===== src/rtl/spi_cs_dly_pkg.sv =====
package spi_cs_dly_pkg;
  // Field widths of the encoded wait settings
  localparam int unsigned PRE_W  = 2;
  localparam int unsigned SCL_W  = 4;
  // Prescaler factor 2c+1 needs one extra bit
  localparam int unsigned PLEN_W = PRE_W + 1;
  // Largest scaler is 2^(2^SCL_W); its terminal value S-1 needs 2^SCL_W bits,
  // one spare bit keeps the decode arithmetic free of wrap
  localparam int unsigned SCNT_W = (1 << SCL_W) + 1;

  typedef enum logic {
    DLY_LEAD  = 1'b0,
    DLY_TRAIL = 1'b1
  } dly_sel_e;

  typedef struct packed {
    logic [PLEN_W-1:0] pre_len;
    logic [SCNT_W-1:0] scl_last;
  } dly_cfg_t;
endpackage


===== src/rtl/cs_dly_field_mux.sv =====
module cs_dly_field_mux
  import spi_cs_dly_pkg::*;
(
  input  logic             sel_i,
  input  logic [PRE_W-1:0] lead_pre_i,
  input  logic [SCL_W-1:0] lead_scl_i,
  input  logic [PRE_W-1:0] trail_pre_i,
  input  logic [SCL_W-1:0] trail_scl_i,
  output dly_cfg_t         cfg_o
);
  localparam int unsigned SH_W = SCL_W + 1;

  logic [PRE_W-1:0] pre_code;
  logic [SCL_W-1:0] scl_code;
  logic [SH_W-1:0]  shamt;

  always_comb begin
    if (dly_sel_e'(sel_i) == DLY_TRAIL) begin
      pre_code = trail_pre_i;
      scl_code = trail_scl_i;
    end else begin
      pre_code = lead_pre_i;
      scl_code = lead_scl_i;
    end
  end

  // odd factor 2c+1; R2: terminal count 2^(n+1)-1
  always_comb begin
    shamt          = {1'b0, scl_code} + SH_W'(1);
    cfg_o.pre_len  = {pre_code, 1'b1};
    cfg_o.scl_last = (SCNT_W'(1) << shamt) - SCNT_W'(1);
  end
endmodule


===== src/rtl/cs_dly_prescale.sv =====
module cs_dly_prescale
  import spi_cs_dly_pkg::*;
(
  input  logic              clk,
  input  logic              rst_n,
  input  logic              clr_i,
  input  logic              run_i,
  input  logic [PLEN_W-1:0] pre_len_i,
  output logic              tick_o
);
  logic [PLEN_W-1:0] pcnt_q, pcnt_d;
  logic              pcnt_en;

  assign tick_o  = run_i && (pcnt_q == pre_len_i - PLEN_W'(1));
  assign pcnt_en = clr_i || run_i;

  always_comb begin
    pcnt_d = pcnt_q;
    if (clr_i)       pcnt_d = '0;
    else if (tick_o) pcnt_d = '0;
    else if (run_i)  pcnt_d = pcnt_q + PLEN_W'(1);
  end

  always_ff @(posedge clk or negedge rst_n) begin
    if (!rst_n)       pcnt_q <= '0;
    else if (pcnt_en) pcnt_q <= pcnt_d;
  end

  // prescaler count stays below its factor while running
  a_r8_pre_bound: assert property (@(posedge clk) disable iff (!rst_n)
    run_i |-> (pcnt_q < pre_len_i));
endmodule


===== src/rtl/cs_dly_scaler.sv =====
module cs_dly_scaler
  import spi_cs_dly_pkg::*;
(
  input  logic              clk,
  input  logic              rst_n,
  input  logic              clr_i,
  input  logic              run_i,
  input  logic              adv_i,
  input  logic [SCNT_W-1:0] scl_last_i,
  output logic              wrap_o
);
  logic [SCNT_W-1:0] scnt_q, scnt_d;
  logic              scnt_en;

  assign wrap_o  = adv_i && (scnt_q == scl_last_i);
  assign scnt_en = clr_i || adv_i;

  always_comb begin
    scnt_d = scnt_q;
    if (clr_i)       scnt_d = '0;
    else if (wrap_o) scnt_d = '0;
    else if (adv_i)  scnt_d = scnt_q + SCNT_W'(1);
  end

  always_ff @(posedge clk or negedge rst_n) begin
    if (!rst_n)       scnt_q <= '0;
    else if (scnt_en) scnt_d_guard: scnt_q <= scnt_d;
  end

  // scaler count never passes its terminal value
  a_r8_no_overflow: assert property (@(posedge clk) disable iff (!rst_n)
    run_i |-> (scnt_q <= scl_last_i));
  // scaler advances only on prescaler ticks
  a_r8_adv_only_run: assert property (@(posedge clk) disable iff (!rst_n)
    adv_i |-> run_i);
endmodule


===== src/rtl/spi_cs_delay_timer.sv =====
module spi_cs_delay_timer
  import spi_cs_dly_pkg::*;
(
  input  logic             clk,
  input  logic             rst_n,
  input  logic             start_i,
  input  logic             sel_i,
  input  logic [PRE_W-1:0] lead_pre_i,
  input  logic [SCL_W-1:0] lead_scl_i,
  input  logic [PRE_W-1:0] trail_pre_i,
  input  logic [SCL_W-1:0] trail_scl_i,
  output logic             done_o
);
  dly_cfg_t cfg_live;
  dly_cfg_t cfg_q, cfg_d;
  logic     busy_q, busy_d;
  logic     done_q, done_d;
  logic     accept;
  logic     tick;
  logic     wrap;

  cs_dly_field_mux u_mux (
    .sel_i       (sel_i),
    .lead_pre_i  (lead_pre_i),
    .lead_scl_i  (lead_scl_i),
    .trail_pre_i (trail_pre_i),
    .trail_scl_i (trail_scl_i),
    .cfg_o       (cfg_live)
  );

  // a start is only taken while idle
  assign accept = start_i && !busy_q;

  cs_dly_prescale u_pre (
    .clk       (clk),
    .rst_n     (rst_n),
    .clr_i     (accept),
    .run_i     (busy_q),
    .pre_len_i (cfg_q.pre_len),
    .tick_o    (tick)
  );

  cs_dly_scaler u_scl (
    .clk        (clk),
    .rst_n      (rst_n),
    .clr_i      (accept),
    .run_i      (busy_q),
    .adv_i      (tick),
    .scl_last_i (cfg_q.scl_last),
    .wrap_o     (wrap)
  );

  // Next-state logic
  always_comb begin
    busy_d = busy_q;
    done_d = 1'b0;
    cfg_d  = cfg_q;
    if (accept) begin
      busy_d = 1'b1;
      cfg_d  = cfg_live;   // fields captured here only
    end else if (busy_q && wrap) begin
      busy_d = 1'b0;
      done_d = 1'b1;
    end
  end

  // State registers
  always_ff @(posedge clk or negedge rst_n) begin
    if (!rst_n) begin
      busy_q <= 1'b0;
      done_q <= 1'b0;
    end else begin
      busy_q <= busy_d;
      done_q <= done_d;
    end
  end

  always_ff @(posedge clk or negedge rst_n) begin
    if (!rst_n)      cfg_q <= '0;
    else if (accept) cfg_q <= cfg_d;
  end

  assign done_o = done_q;

  // the pulse lasts one cycle
  a_r5_done_single: assert property (@(posedge clk) disable iff (!rst_n)
    done_q |=> !done_q);
  // a pulse only ends a running wait
  a_r5_done_after_busy: assert property (@(posedge clk) disable iff (!rst_n)
    done_q |-> ($past(busy_q) && !busy_q));
  // captured settings hold while a wait runs
  a_r7_cfg_hold: assert property (@(posedge clk) disable iff (!rst_n)
    (busy_q && !wrap) |=> $stable(cfg_q));
  // a start while busy leaves the timer busy
  a_r6_ignore_start: assert property (@(posedge clk) disable iff (!rst_n)
    (busy_q && start_i && !wrap) |=> busy_q);
endmodule


===== config.mk =====
export PLATFORM = sky130hd
export DESIGN_NAME = spi_cs_delay_timer
export DESIGN_NICKNAME = d
export VERILOG_FILES = /design/src/rtl/spi_cs_dly_pkg.sv /design/src/rtl/cs_dly_field_mux.sv /design/src/rtl/cs_dly_prescale.sv /design/src/rtl/cs_dly_scaler.sv /design/src/rtl/spi_cs_delay_timer.sv
export SDC_FILE = /design/constraint.sdc
export NUM_CORES = 1
export LEC_CHECK = 0
export BUFFER_PORTS_ARGS = -buffer_cell sky130_fd_sc_hd__buf_2
export CAP_MARGIN = 25
export CELL_PAD_IN_SITES_DETAIL_PLACEMENT = 1
export CELL_PAD_IN_SITES_GLOBAL_PLACEMENT = 2
export CORE_MARGIN = 2
export CORE_UTILIZATION = 30
export DETAILED_ROUTE_END_ITERATION = 8
export GPL_TIMING_DRIVEN = 1
export PLACE_DENSITY = 0.68
export SETUP_SLACK_MARGIN = 0.4
export SLEW_MARGIN = 25
export SYNTH_ARGS = -nofsm -noshare
export SYNTH_HDL_FRONTEND = slang
export SYNTH_SLANG_ARGS = --single-unit

===== constraint.sdc =====
create_clock -name clk -period 2.1 [get_ports clk]
set_input_delay 0.42 -clock clk [delete_from_list [all_inputs] [get_ports clk]]
set_output_delay 0.42 -clock clk [all_outputs]
set_load 0.02 [all_outputs]

==> results of run 1 <==
## worst paths after layout
check | slack, ps | cells after the start | endpoint
setup / recovery | 260 | 8 | u_scl.scnt_q[8]
hold / removal | 200 | 2 | u_pre.pcnt_q[0]
setup reg to reg | 260 | 8 | u_scl.scnt_q[8]
hold reg to reg | 490 | 1 | cfg_q[0]
max in group asynchronous | 1490 | 2 | u_scl.scnt_q[9]
min in group clk | 420 | 3 | cfg_q[19]
## Yosys cell counts, drive strengths merged, types with 4 or more instances
cell type  instances
o21ai             17
buf                6
nand4              5
nor3               6
xnor2             17
xor2              19
nand2             26
dfrtp             42
clkbuf             5
mux2i              5
a21oi              8
nor2              27
nand3              6
inv                6
nor4              11
ha                 4
## layer usage
layer | track usage, % | vias up
li1 | - | 994
met1 | 22.0 | 974
met2 | 27.2 | 18
met3 | 2.13 | 4
met4 | 4.35 | 0
met5 | 0 | -
## flip-flops by register name, indices dropped and copies added, names as in the netlist
signal        cells
u_pre.pcnt_q      3
cfg_q            20
u_scl.scnt_q     17
done_o            1
busy_q            1
## final cells by class
type                    count  area [um2]
clock inverters             1        5.00
repair buffers             46         390
clock buffers               7        86.3
multi-input cells         198        1690
well taps                 105         131
fillers                   893        4760
inverters                   6        22.5
flip-flops and latches     42        1060
## metrics by stage
stage / utilization, % / total power, mW / instances / instance area [um2] / setup slack (ps)
floorplan: - / 1.63 / 258 / 2720 / 368
global placement: 36.6 / 1.87 / 383 / 2970 / 144
detailed placement: 36.6 / 1.88 / 383 / 2970 / 101
CTS: 40.0 / 2.58 / 401 / 3260 / 240
global route: 41.5 / 2.81 / 405 / 3380 / 129
finish: 41.5 / 2.62 / 405 / 3380 / 257
## power by group through the flow
stage / logic (mW) / clock network, mW / registers, mW
3_3_place_gp: 0.773 / 0 / 1.09
5_1_grt: 1.07 / 0.615 / 1.12
4_1_cts: 0.912 / 0.580 / 1.09
3_5_place_dp: 0.785 / 0 / 1.10
2_1_floorplan: 0.599 / 0 / 1.03
6_report: 0.978 / 0.554 / 1.09
## critical path: stages, from the launching register on
cell and delay (ps):
dfrtp_1 360, inv_2 60, ha_4 290, xor2_4 170, a41oi_2 170, buf_12 200, nor4b_2 290, xnor2_1 150
nor2_1 60
## cell usage in the layout, fill, tap and decap left out, types with 3 or more instances in the layout
cell type | synthesis | routed
a21o_1 | 3 | 3
a21oi_1 | 8 | 7
buf_12 | 0 | 3
buf_2 | 4 | 14
buf_4 | 0 | 22
buf_6 | 2 | 6
clkbuf_8 | 0 | 6
dfrtp_1 | 42 | 38
dfrtp_2 | 0 | 4
inv_2 | 0 | 4
mux2i_1 | 5 | 3
nand2_1 | 26 | 26
nand3_1 | 6 | 6
nand4_1 | 3 | 3
nor2_1 | 19 | 11
nor2_2 | 8 | 9
nor2_4 | 0 | 7
nor2b_1 | 3 | 3
nor3_1 | 6 | 3
nor4_4 | 0 | 8
o21ai_0 | 16 | 14
xnor2_1 | 17 | 16
xor2_1 | 19 | 17
## kinds of logic after synthesis
kind of cell	share of synthesized area, %
flops	42.0
fa+ha+maj	2.00
mux	2.90
compound gates	13.9
xor+xnor	13.6
other cells	0.150
simple gates	20.8
buf+inv	4.70
## timing repair
action / CTS / global route
resized for setup: 19 / 28
gates cloned: 1 / 0
setup endpoints to repair: 18 / 29
pin swaps: 10 / 12
buffers inserted: 9 / 4
==> key figures, run 1 <==
Cells and area
  – Area Growth Syn to Fin: 35.0%
  – Fin nets: 319
  – Proportion of layout cells with a drive suffix above 1: 39.3%
  – Inserted Diodes: 0

Outcome
  – Status: complete, no violations

Worst setup path
  – Crit. End Element: register
  – Critical Path AT: 2040 ps
  – WP data required: 2290 ps
  – Crit. Startpoint: cfg_q[17]
  – R2R Path Start: cfg_q[17]
  – Critical path class: register to register
  – Crit-path max FO: 10
  – Crit start category: register

Clock tree
  – Root Buffer: clkbuf_8
  – CTS tree: done
  – Htree depth: 2
  – Clock slew at reported path FFs: 90 ps
  – Clock Latency Late Sink: 300 ps
  – Total CTS buffers: 5
  – Count of clock tree sinks: 42
  – Hold-fix buffers, CTS: 0
  – CTS Buffer Depth: 2

Routing
  – Drt via density: 4.91
  – # DRC: 0
  – Via Count: 1990
  – Drt first-iter violations: 58
  – WL met1: 3190 um
  – Final wirelength: 6610 um
  – Antenna-violating nets left: 0
  – DR pass1 iterations: 4
  – WL met2: 3250 um
  – Top Metal Used: met4
  – WL per Instance: 16.3 um
  – Routed wl met3: 109 um

Floorplanning
  – Row count: 33
  – Initial Utilization: 30.7%
  – Die span in y: 95.3 um
  – I/O pin total: 17
  – Die area: 0.00908 mm2
  – Die X: 95.3 um
  – Core ar.: 0.00813 mm2

Logic synthesis
  – Yosys cell types: 49
  – Synthesis-stage register bit count: 42
  – Sequential share of the synthesized area: 42.0%
  – YS warnings: 0
  – Synth area leaders: dfrtp_1, xor2_1, xnor2_1
  – Synth area leader: dfrtp_1
  – Primary FF master, synth: dfrtp_1
  – Share of the synthesized area in the top cell type: 42.0%
  – Syn Nets: 278
  – Fraction of registers with async set/reset: 100%
  – Number of synthesized flops with an enable pin: 0
  – Syn Area/Cell: 9.69 um2
  – Cells after synthesis: 258
  – Synth Cell Area: 0.00250 mm2

STA
  – Max_slew headroom: 62.1%
  – Hold_ws: 200 ps
  – Fin crit share: 87.8%
  – Min cycle time layout: 1840 ps
  – Final slew viol count: 0
  – Worst Clk Skew: 10.6 ps
  – Final setup TNS: 0 ps
  – Unrepaired setup endpoints after global routing: yes
  – F_max: 0.543 GHz
  – Final Hold Vio Count: 0
  – Slew @ Worst Pin: 568 ps
  – Final setup fails: 0

Power
  – Comb power frac: 37.3%
  – P per Cell Area: 777 mW/mm2
  – NetSw: 0.945 mW
  – Int Pwr: 1.68 mW
  – VDD IR max: 0.000384 V
  – Sw frac: 36.0%
  – Clk pwr share: 21.1%
  – Static Leak: 1.48 nW
  – Flop pwr share: 41.6%

Place
  – # port buffers: 16
  – Final RePlAce weighted congestion: 0.718
  – DP Wirelength: 4840 um

Global route
  – Vias in the first global route: 2115
  – Total track usage: 16.2%
  – First-pass GRT wire length: 11200 um
  – Pin count of the biggest net entering global routing: 43
  – Initial antenna violation count: 0
  – Final global-route overflow total: 0

Worst hold path
  – Hold Path Class: input pin to async pin

Run
  – Max cap viols: 0
Power figures use the tool's default switching activity.
==> run 2, diff against run 1 <==
--- a/config.mk
+++ b/config.mk
@@ -11,6 +11,7 @@
 export CELL_PAD_IN_SITES_GLOBAL_PLACEMENT = 2
 export CORE_MARGIN = 2
 export CORE_UTILIZATION = 30
+export CTS_BUF_LIST = sky130_fd_sc_hd__clkbuf_4 sky130_fd_sc_hd__clkbuf_8 sky130_fd_sc_hd__clkbuf_16
 export DETAILED_ROUTE_END_ITERATION = 8
 export GPL_TIMING_DRIVEN = 1
 export PLACE_DENSITY = 0.68
==> run 2 against run 1 <==
Sequential power hardly changed. Register-to-register slack hardly changed. Clock skew hardly changed. Total power is 0.52% higher. Design area is 0.11% higher. Clock power is 2% higher. Via count hardly changed. Combinational power hardly changed. Global-route usage stayed put. Largest cell class unchanged. Highest routed layer unchanged.
==> key figures, run 2 (synthesized netlist as in run 1, its figures left out) <==
Worst setup path
  – Critical path class: register to register (unchanged)
  – Worst-path cell chain: inv_2, ha_4, xor2_4, a41oi_2, buf_12, nor4b_2, xnor2_1, nor2_1 (unchanged)
  – WP data required: 2290 ps (about the same)
  – Critical Path AT: 2040 ps (about the same)
  – Worst path top cell family by delay: flip-flops (unchanged)
  – Critical path's slowest cell: dfrtp_1 (unchanged)
  – Slowest cell delay on critical path: 360 ps (about the same)
  – Crit start category: register (unchanged)
  – Worst Path Buf+Inv: 2 (unchanged)
  – Crit-path max FO: 10 (unchanged)
  – Crit. End Element: register (unchanged)

Cells and area
  – FILL cells: 894 (was 893)
  – Non-Filler Instances: 405 (unchanged)
  – Final Cell Area: 0.00338 mm2 (about the same)
  – Inserted Diodes: 0 (unchanged)
  – Area Growth Syn to Fin: 35.2% (was 35.0%)
  – Proportion of layout cells with a drive suffix above 1: 39.7% (was 39.3%)
  – Layout Utilization: 41.6% (was 41.5%)
  – Reg with most FFs: cfg_q (unchanged)
  – Max reg flops: 20 (unchanged)
  – Most frequent cells in the layout: dfrtp_1, nand2_1, buf_4 (unchanged)
  – Multi-input gate area: 0.00169 mm2 (unchanged)
  – Fin nets: 319 (unchanged)
  – Commonest non-fill, non-tap cell in the layout: dfrtp_1 (unchanged)
  – Register area: 0.00106 mm2 (unchanged)
  – Top flop regs: cfg_q x20, u_scl.scnt_q x17, u_pre.pcnt_q x3 (unchanged)

STA
  – Min cycle time layout: 1840 ps (about the same)
  – Hold_ws: 200 ps (about the same)
  – Unrepaired setup endpoints after global routing: yes (unchanged)
  – Slew @ Worst Pin: 569 ps (was 568 ps)
  – Final Hold Vio Count: 0 (unchanged)
  – Max_slew headroom: 62.0% (was 62.1%)
  – Final slew viol count: 0 (unchanged)
  – Final setup fails: 0 (unchanged)
  – Setup slack after layout: 258 ps (was 257 ps)
  – Final setup TNS: 0 ps (unchanged)
  – Worst Clk Skew: 10.2 ps (was 10.6 ps)
  – Fin crit share: 87.7% (was 87.8%)
  – F_max: 0.543 GHz (about the same)

Clock tree
  – Clock Latency Late Sink: 300 ps (about the same)
  – Htree depth: 2 (unchanged)
  – Count of clock tree sinks: 42 (unchanged)
  – Total CTS buffers: 5 (unchanged)
  – CTS tree: done (unchanged)
  – Clock slew at reported path FFs: 90 ps (about the same)
  – CTS Buffer Depth: 2 (unchanged)
  – Root Buffer: clkbuf_8 (unchanged)

Routing
  – Final wirelength: 6630 um (was 6610 um)
  – Top Metal Used: met4 (unchanged)
  – DR pass1 iterations: 4 (unchanged)
  – WL met1: 3230 um (was 3190 um)
  – Routed wl met3: 113 um (was 109 um)
  – Drt first-iter violations: 53 (was 58)
  – Antenna-violating nets left: 0 (unchanged)
  – Via Count: 1991 (was 1990)
  – # DRC: 0 (unchanged)
  – WL met2: 3220 um (was 3250 um)
  – Drt via density: 4.92 (was 4.91)
  – WL per Instance: 16.4 um (was 16.3 um)

Floorplanning
  – I/O pin total: 17 (unchanged)
  – Core ar.: 0.00813 mm2 (unchanged)
  – Initial Utilization: 30.7% (unchanged)
  – Die X: 95.3 um (unchanged)
  – Die span in y: 95.3 um (unchanged)
  – Row count: 33 (unchanged)
  – Die area: 0.00908 mm2 (unchanged)

Global route
  – Initial antenna violation count: 0 (unchanged)
  – Total track usage: 16.2% (unchanged)
  – Final global-route overflow total: 0 (unchanged)
  – Pin count of the biggest net entering global routing: 43 (unchanged)
  – First-pass GRT wire length: 11200 um (about the same)
  – Vias in the first global route: 2108 (was 2115)

Power
  – NetSw: 0.946 mW (was 0.945 mW)
  – Clk pwr share: 21.5% (was 21.1%)
  – Static Leak: 1.49 nW (was 1.48 nW)
  – Flop pwr share: 41.4% (was 41.6%)
  – VDD IR max: 0.000385 V (was 0.000384 V)
  – Int Pwr: 1.69 mW (was 1.68 mW)
  – Comb power frac: 37.1% (was 37.3%)
  – Sw frac: 35.9% (was 36.0%)
  – P per Cell Area: 780 mW/mm2 (was 777 mW/mm2)
  – Total chip power: 2.64 mW (was 2.62 mW)

Place
  – Pre-CTS WS: 101 ps (unchanged)
  – Post-DP Area: 0.00297 mm2 (unchanged)
  – Final RePlAce weighted congestion: 0.718 (unchanged)
  – # port buffers: 16 (unchanged)
  – Cell Count Post-Placement: 383 (unchanged)
  – DP Wirelength: 4840 um (unchanged)

Outcome
  – Status: complete, no violations (unchanged)

Run
  – Max cap viols: 0 (unchanged)

Worst hold path
  – Hold Path Class: input pin to async pin (unchanged)
run 2: path summary, 6_finish.rpt:
check	from	to	slack, ps	cells past startpoint
max	cfg_q[17]	u_scl.scnt_q[8]	260	8
min	rst_n	u_pre.pcnt_q[0]	200	2
max reg2reg	cfg_q[17]	u_scl.scnt_q[8]	260	8
min reg2reg	cfg_q[0]	cfg_q[0]	490	1
max in group asynchronous	rst_n	u_scl.scnt_q[9]	1490	2
min in group clk	lead_pre_i[1]	cfg_q[19]	420	3
run 2: per-layer routing:
layer	vias to the layer above	GRT usage [%]
met4	0	4.35
met2	20	27.2
li1	994	-
met5	-	0
met1	973	22.0
met3	4	2.13
run 2: final cells by class:
cell class	count	share of cell area (%)
tap	105	3.89
sequential	42	31.2
multi-input combinational	198	49.9
timing repair buffer	46	11.5
clock inverter	1	0.148
inverter	6	0.666
clock buffer	7	2.66
run 2: power by group through the flow:
stage          clock (mW)  combinational [mW]  sequential [mW]
6_report            0.567               0.978             1.09
5_1_grt             0.630                1.07             1.12
4_1_cts             0.593               0.912             1.09
3_5_place_dp            0               0.785             1.10
3_3_place_gp            0               0.773             1.09
2_1_floorplan           0               0.599             1.03
run 2: what timing repair did:
action | CTS | global route
hold endpoints to repair | 0 | 0
endpoints found under the setup margin | 18 | 29
hold buffers | 0 | 0
buffers inserted | 9 | 4
resized for setup | 19 | 28
pin swaps | 10 | 12
gates cloned | 1 | 0
run 2: worst reg2reg max path, cell delays in order (launching register included):
cell	delay, ps
dfrtp_1	360
inv_2	60
ha_4	290
xor2_4	170
a41oi_2	170
buf_12	200
nor4b_2	300
xnor2_1	150
nor2_1	60
==> run 3, diff against run 2 <==
--- a/config.mk
+++ b/config.mk
@@ -15,6 +15,7 @@
 export DETAILED_ROUTE_END_ITERATION = 8
 export GPL_TIMING_DRIVEN = 1
 export PLACE_DENSITY = 0.68
+export RECOVER_POWER = 50
 export SETUP_SLACK_MARGIN = 0.4
 export SLEW_MARGIN = 25
 export SYNTH_ARGS = -nofsm -noshare
==> run 3 against run 2 <==
Final cell count unchanged. Global-route usage is the same. Sequential share of layout area is essentially flat. Non-clock buffer count did not move. Clock-buffer cell count unchanged. Sequential cell count unchanged. Routed wire length hardly changed. Via count unchanged. Worst setup slack is the same. Maximum frequency unchanged. First-iteration DRC count stayed put. Largest cell class unchanged.
==> key figures, run 3 (synthesized netlist as in run 1, its figures left out) <==
Outcome
  – Status: complete, no violations (unchanged)

Place
  – Post-DP Area: 0.00297 mm2 (unchanged)
  – Final RePlAce weighted congestion: 0.718 (unchanged)
  – DP Wirelength: 4840 um (unchanged)
  – Pre-CTS WS: 101 ps (unchanged)
  – # port buffers: 16 (unchanged)

Cells and area
  – Inserted Diodes: 0 (unchanged)
  – Final Cell Area: 0.00338 mm2 (about the same)
  – Commonest non-fill, non-tap cell in the layout: dfrtp_1 (unchanged)
  – Reg with most FFs: cfg_q (unchanged)
  – Multi-input gate area: 0.00169 mm2 (unchanged)
  – Top flop regs: cfg_q x20, u_scl.scnt_q x17, u_pre.pcnt_q x3 (unchanged)
  – Register area: 0.00106 mm2 (unchanged)
  – Area Growth Syn to Fin: 35.1% (was 35.2%)
  – FILL cells: 894 (unchanged)
  – Max reg flops: 20 (unchanged)
  – Fin nets: 319 (unchanged)
  – Proportion of layout cells with a drive suffix above 1: 39.7% (unchanged)
  – Most frequent cells in the layout: dfrtp_1, nand2_1, buf_4 (unchanged)

STA
  – Setup slack after layout: 258 ps (unchanged)
  – Hold_ws: 413 ps (was 200 ps)
  – Final slew viol count: 0 (unchanged)
  – Min cycle time layout: 1840 ps (unchanged)
  – Max_slew headroom: 26.1% (was 62.0%)
  – Final setup TNS: 0 ps (unchanged)
  – Worst Clk Skew: 10.2 ps (unchanged)
  – Fin crit share: 87.7% (unchanged)
  – Final Hold Vio Count: 0 (unchanged)
  – Slew @ Worst Pin: 1110 ps (was 569 ps)
  – F_max: 0.543 GHz (unchanged)
  – Final setup fails: 0 (unchanged)
  – Unrepaired setup endpoints after global routing: yes (unchanged)

Routing
  – Antenna-violating nets left: 0 (unchanged)
  – DR pass1 iterations: 4 (unchanged)
  – Via Count: 1991 (unchanged)
  – WL per Instance: 16.4 um (about the same)
  – Final wirelength: 6630 um (about the same)
  – # DRC: 0 (unchanged)
  – Drt first-iter violations: 53 (unchanged)
  – Drt via density: 4.92 (unchanged)

Clock tree
  – CTS Buffer Depth: 2 (unchanged)
  – Htree depth: 2 (unchanged)
  – Clock Latency Late Sink: 300 ps (about the same)
  – Clock slew at reported path FFs: 90 ps (about the same)
  – Hold-fix buffers, CTS: 0 (unchanged)
  – CTS tree: done (unchanged)
  – Total CTS buffers: 5 (unchanged)
  – Count of clock tree sinks: 42 (unchanged)
  – Root Buffer: clkbuf_8 (unchanged)

Floorplanning
  – I/O pin total: 17 (unchanged)
  – Core ar.: 0.00813 mm2 (unchanged)
  – Die area: 0.00908 mm2 (unchanged)
  – Initial Utilization: 30.7% (unchanged)
  – Die span in y: 95.3 um (unchanged)
  – Row count: 33 (unchanged)
  – Die X: 95.3 um (unchanged)

Worst setup path
  – Worst path top cell family by delay: flip-flops (unchanged)
  – Crit-path max FO: 10 (unchanged)
  – Crit start category: register (unchanged)
  – Critical Path AT: 2040 ps (about the same)
  – Worst Path Buf+Inv: 2 (unchanged)
  – Slowest cell delay on critical path: 360 ps (about the same)
  – Worst r2r path cells: 8 (unchanged)
  – Critical path class: register to register (unchanged)
  – Path length in cells of the critical path: 8 (unchanged)
  – Crit. Startpoint: cfg_q[17] (unchanged)
  – Worst-path cell chain: inv_2, ha_4, xor2_4, a41oi_2, buf_12, nor4b_2, xnor2_1, nor2_1 (unchanged)
  – WP data required: 2290 ps (about the same)
  – Crit. End Element: register (unchanged)
  – R2R Path Start: cfg_q[17] (unchanged)
  – R2R Setup Slk: 260 ps (about the same)
  – Critical path's slowest cell: dfrtp_1 (unchanged)

Global route
  – Vias in the first global route: 2108 (unchanged)
  – Final global-route overflow total: 0 (unchanged)
  – First-pass GRT wire length: 11200 um (unchanged)
  – Total track usage: 16.2% (unchanged)
  – Initial antenna violation count: 0 (unchanged)
  – Pin count of the biggest net entering global routing: 43 (unchanged)

Worst hold path
  – Hold Path Class: input pin to async pin (unchanged)

Power
  – P per Cell Area: 781 mW/mm2 (was 780 mW/mm2)
  – Static Leak: 1.49 nW (about the same)
  – VDD IR max: 0.000385 V (about the same)

Run
  – Max cap viols: 0 (unchanged)
## run 3: stage by stage
step           total power [mW]  instances  util, %
4_1_cts                    2.59        401     40.1
3_5_place_dp               1.88        383     36.6
2_1_floorplan              1.63        258        -
5_1_grt                    2.82        405     41.5
6_report                   2.64        405     41.5
3_3_place_gp               1.87        383     36.6
## run 3: repair_timing
action	4_1_cts	5_1_grt
endpoints found under the setup margin	18	29
gates cloned	1	0
pin swaps	10	12
setup buffers	9	4
resized for setup	19	28
## run 3: worst reg2reg max path, cell delays in order, from the launching register on
cell and delay (ps):
dfrtp_1 360, inv_2 60, ha_4 290, xor2_4 170, a41oi_2 170, buf_12 200
nor4b_2 300, xnor2_1 150, nor2_1 60
## run 3: cell type report
cell class / instances / share of cell area, %
clock inverter: 1 / 0.148
inverter: 6 / 0.667
timing repair buffer: 46 / 11.5
tap: 105 / 3.89
multi-input combinational: 198 / 49.9
clock buffer: 7 / 2.67
sequential: 42 / 31.3
## run 3: final timing paths
kind | endpoint
max in group asynchronous | u_scl.scnt_q[9]
min in group clk | cfg_q[19]
max | u_scl.scnt_q[8]
min reg2reg | cfg_q[0]
min | u_pre.pcnt_q[0]
max reg2reg | u_scl.scnt_q[8]
## run 3: where the power goes
group          internal (mW)  total [mW]  switching (mW)
registers              0.929        1.09           0.164
clock network          0.279       0.567           0.288
logic                  0.483       0.978           0.494
## run 3: routing by layer
| metal | share of wire [%] | vias to the layer above | track usage, % |
|---|---|---|---|
| li1 | - | 994 | - |
| met1 | 49 | 973 | 22.0 |
| met2 | 49 | 20 | 27.2 |
| met3 | 1.7 | 4 | 2.13 |
| met4 | 0.91 | 0 | 4.35 |
| met5 | 0 | - | 0 |
